`src/rtl/mdio_mgmt_master.sv`:
```
module mdio_mgmt_master #(
  parameter int CLK_DIV = 8,
  parameter int ADDR_W  = 12
) (
  input  logic              clk,
  input  logic              rst_n,
  input  logic [ADDR_W-1:0] bus_addr,
  input  logic              bus_we,
  input  logic [31:0]       bus_wdata,
  output logic [31:0]       bus_rdata,
  output logic              mdc,
  output logic              mdio_o,
  output logic              mdio_oe,
  input  logic              mdio_i
);
  localparam int HALF = CLK_DIV / 2;
  localparam int CW   = (CLK_DIV > 2) ? $clog2(CLK_DIV) : 1;
  localparam logic [ADDR_W-1:0] OFS_TGT  = ADDR_W'('h7E4);
  localparam logic [ADDR_W-1:0] OFS_SEND = ADDR_W'('h7E8);
  localparam logic [ADDR_W-1:0] OFS_RECV = ADDR_W'('h7EC);
  localparam logic [ADDR_W-1:0] OFS_CTRL = ADDR_W'('h7F0);

  logic [10:0]   tgt_q;
  logic [15:0]   send_q, rd_q, cap_q;
  logic          en_q, busy_q, op_rd_q;
  logic [CW-1:0] div_q;
  logic [5:0]    bit_q;
  logic [63:0]   sh_q;

  wire ctrl_wr   = bus_we && (bus_addr == OFS_CTRL);
  wire start     = ctrl_wr && bus_wdata[0] && bus_wdata[3] && !busy_q;
  wire fall_tick = busy_q && (div_q == CW'(CLK_DIV - 1));
  wire rise_tick = busy_q && (div_q == CW'(HALF - 1));

  always_ff @(posedge clk or negedge rst_n) begin
    if (!rst_n) begin
      tgt_q   <= '0;
      send_q  <= '0;
      rd_q    <= '0;
      cap_q   <= '0;
      en_q    <= 1'b0;
      busy_q  <= 1'b0;
      op_rd_q <= 1'b0;
      div_q   <= '0;
      bit_q   <= '0;
      sh_q    <= '0;
    end else begin
      if (bus_we && bus_addr == OFS_TGT)  tgt_q  <= bus_wdata[10:0];
      if (bus_we && bus_addr == OFS_SEND) send_q <= bus_wdata[15:0];
      if (ctrl_wr)                        en_q   <= bus_wdata[3];
      if (start) begin
        busy_q  <= 1'b1;
        op_rd_q <= tgt_q[10];
        div_q   <= '0;
        bit_q   <= '0;
        sh_q    <= {32'hFFFF_FFFF, 2'b01, (tgt_q[10] ? 2'b10 : 2'b01),
                    tgt_q[9:5], tgt_q[4:0], 2'b10, send_q};
      end else if (busy_q) begin
        div_q <= fall_tick ? '0 : div_q + 1'b1;
        if (rise_tick && bit_q >= 6'd48) cap_q <= {cap_q[14:0], mdio_i};
        if (fall_tick) begin
          sh_q  <= {sh_q[62:0], 1'b0};
          bit_q <= bit_q + 1'b1;
          if (bit_q == 6'd63) begin
            busy_q <= 1'b0;
            if (op_rd_q) rd_q <= cap_q;
          end
        end
      end
    end
  end

  assign mdc     = busy_q && (div_q >= CW'(HALF));
  assign mdio_oe = busy_q && !(op_rd_q && bit_q >= 6'd46);
  assign mdio_o  = mdio_oe && sh_q[63];

  always_comb begin
    bus_rdata = '0;
    case (bus_addr)
      OFS_TGT:  bus_rdata = {21'b0, tgt_q};
      OFS_SEND: bus_rdata = {16'b0, send_q};
      OFS_RECV: bus_rdata = {16'b0, rd_q};
      OFS_CTRL: bus_rdata = {28'b0, en_q, 2'b00, busy_q};
      default:  bus_rdata = '0;
    endcase
  end
endmodule

```
`config.mk`:
```
export PLATFORM = sky130hd
export DESIGN_NAME = mdio_mgmt_master
export DESIGN_NICKNAME = d
export VERILOG_FILES = /design/src/rtl/mdio_mgmt_master.sv
export SDC_FILE = /design/constraint.sdc
export NUM_CORES = 1
export LEC_CHECK = 0
export BUFFER_PORTS_ARGS = -buffer_cell sky130_fd_sc_hd__buf_2
export CAP_MARGIN = 20
export CORE_MARGIN = 4
export CORE_UTILIZATION = 50
export DETAILED_ROUTE_END_ITERATION = 12
export GPL_ROUTABILITY_DRIVEN = 0
export PLACE_DENSITY = 0.74
export REMOVE_ABC_BUFFERS = 1
export SLEW_MARGIN = 20
export SYNTH_ARGS = -nofsm -noshare
export SYNTH_HDL_FRONTEND = slang
export SYNTH_SLANG_ARGS = --single-unit
export TNS_END_PERCENT = 10
```
`constraint.sdc`:
```
create_clock -name clk -period 1.75 [get_ports clk]
set_input_delay 0.175 -clock clk [delete_from_list [all_inputs] [get_ports clk]]
set_output_delay 0.175 -clock clk [all_outputs]
set_load 0.05 [all_outputs]
```
==> metrics <==
run status=finished with violations; failing checks=setup timing; Yosys cell types=45; Main synth FF type=dfrtp_1; Synth async-reset ratio=100.0%; WL final=14220 um; DRT antenna net count=0; highest clock rate=569.4 MHz; H-tree depth=4; worst-path maximum fanout=6; Critical Path AT=1.58 ns; sequential fraction of the synthesis area=50.43%; synthesized flop and latch total=135; gr usage total=19.94%; TritonRoute pass-1 iters=4; number of global-route vias before repair=4849; WP buf/inv=2; io pins=83; Mapped Cells=564; layout cell share with drive strength beyond 1=34.63%; CTS tree=built; Final Util=61.18%; leak pwr=0.003711 uW; Worst path slowest cell=dfrtp_2; diodes inserted=0; Sink Count=135; clock root buffer master=clkbuf_16; CORE AREA=0.01319 mm2; Period Utilization, post-route=100.4%; worst stage delay on the critical path=0.44 ns; Syn. warnings=0; cell family with most CP delay=flip-flops; fin crit period=1.756 ns; Die X=123.8 um; Critical Path Sink Type=output pin; Final WS setup=-0.006231 ns; Crit Path Class=flip-flop to output pin; Hold Path Class=input port to flip-flop; DP HPWL=9136 um; Worst Tran Pin Value=0.5350 ns; drt initial violations=351; Final Hold Vio Count=0; CP dominant cell by count=a21oi_2; chip height=123.8 um; initial antenna violation count=0; DR vias=4566; max_cap viols=0; largest net degree at the start of global routing=58; most frequent cells in the layout=dfrtp_1, mux2_2, buf_2, nand2_1, a22oi_1; Initial Utilization=50.79%; RSZ-0062 raised after global routing=yes; Clock Latency Late Sink=0.42 ns; final setup fails=1; worst-path cell chain=buf_12, nand3b_1, a21oi_2, a21oi_2, nor2_2, buf_6; Req. time, crit path=1.57 ns; Max-slew headroom=64.33%; first-pass GRT wire length=23830 um; Post-Syn Area=0.006699 mm2; Post-synth EDFFs=0; most common cell after layout, fill and taps aside=dfrtp_1; clock buffer depth=2; Slew Limit Fails=0; Clock transition at path regs=0.06 ns; area grow syn2layout=20.47%; nets=685; maximum VDD drop=0.0007310 V; cts bufs inserted=17; # DRC=0; Synth Area per Inst=11.88 um2; Avg WL per Cell=17.34 um; hold slack=0.008699 ns; total negative slack=-0.006231 ns; final clock skew=0.009784 ns; vias per cell=5.568; IO Port Bufs=50; power per cell area=897.0 mW/mm2; crit path launch type=flip-flop; Die Area=0.01531 mm2; GR Overflow Total=0; row count=42
## per-layer routing
| metal | GRT usage (%) | part of all wire, % | up-vias |
|---|---|---|---|
| li1 | - | - | 2147 |
| met1 | 25.40 | 44 | 2306 |
| met2 | 33.05 | 51 | 91 |
| met3 | 4.995 | 3.6 | 22 |
| met4 | 7.197 | 1.9 | 0 |
| met5 | 0 | 0 | - |
## cell type report
class                      count  area (um2)
fill                        1008        5120
sequential                   135        3379
multi-input combinational    370        3009
timing repair buffer          94       813.3
clock buffer                  23       498.0
tap                          176       220.2
clock inverter                 7       93.84
inverter                      15       56.30
## path summary, 6_finish.rpt
| path | startpoint | end | slack [ns] | cells after the start |
|---|---|---|---|---|
| max | busy_q | bus_rdata[0] | -0.006 | 6 |
| min | bus_wdata[6] | tgt_q[6] | 0.009 | 2 |
| max reg2reg | div_q[0] | sh_q[10] | 0.10 | 6 |
| min reg2reg | sh_q[57] | sh_q[58] | 0.49 | 2 |
| max in group asynchronous | rst_n | cap_q[1] | 0.85 | 3 |
| min in group asynchronous | rst_n | sh_q[52] | 0.31 | 2 |
## registers in the layout (all words and copies together) (netlist names)
| name | count |
|---|---|
| en_q | 1 |
| bit_q | 6 |
| busy_q | 1 |
| rd_q | 16 |
| tgt_q | 11 |
| op_rd_q | 1 |
| send_q | 16 |
| div_q | 3 |
| cap_q | 16 |
| sh_q | 64 |
## what timing repair did
action / 4_1_cts / 5_1_grt
cloned: 1 / 0
setup endpoints to repair: 26 / 50
resized for setup: 11 / 22
pin swaps: 0 / 5
setup buffers: 4 / 2
endpoints found under the hold margin: 62 / 0
hold buffers: 8 / 0
## cells in the mapped netlist (2+ instances only)
cell	instances	area, um2
dfrtp_1	135	3378
xor2_1	3	26.28
o311ai_0	11	96.34
and3_1	3	18.77
nand2b_1	3	18.77
nand4_1	3	18.77
buf_2	11	55.05
ha_1	4	50.05
a21oi_1	4	20.02
mux2_2	72	810.8
o22ai_1	2	12.51
and2_1	3	18.77
a22oi_1	35	262.8
or3b_1	13	113.9
buf_4	23	172.7
nand2_2	2	12.51
inv_1	15	56.30
a2bb2oi_2	18	270.3
buf_6	5	56.30
nand2_1	36	135.1
xnor2_1	2	17.52
nand3b_1	32	240.2
nor2_1	27	101.4
o311ai_1	3	26.28
a22o_1	4	35.03
nor2b_1	2	12.51
mux2i_1	27	270.3
clkbuf_1	20	75.07
nor4bb_1	3	30.03
nand3_1	28	140.1
## logic make-up after synthesis
| group | Yosys count | share of synthesized area, % |
|---|---|---|
| muxes | 100 | 16.36 |
| adders and majority gates | 4 | 0.7471 |
| DFF | 135 | 50.43 |
| AOI/OAI and AO/OA | 81 | 11.24 |
| xor gates and xnor gates | 5 | 0.6538 |
| and+or+nand+nor | 164 | 14.31 |
| other | 1 | 0.05598 |
| buffers and inverters | 74 | 6.201 |
## metrics by stage
stage | worst slack, ns | instance area (um2) | total power (uW) | instances
5_1_grt | -0.06939 | 8070 | 7503 | 820
3_3_place_gp | 0.003273 | 7229 | 3709 | 775
3_5_place_dp | -0.05982 | 7229 | 3728 | 775
6_report | -0.006231 | 8070 | 7239 | 820
4_1_cts | -0.02310 | 8008 | 7300 | 818
2_1_floorplan | -1.443 | 6396 | 3535 | 520
## power by group
part           switching (uW)  internal (uW)
logic                     256            180
clock network            1280           2270
registers                64.6           3200
No activity file was read; power rests on OpenSTA's default activity.
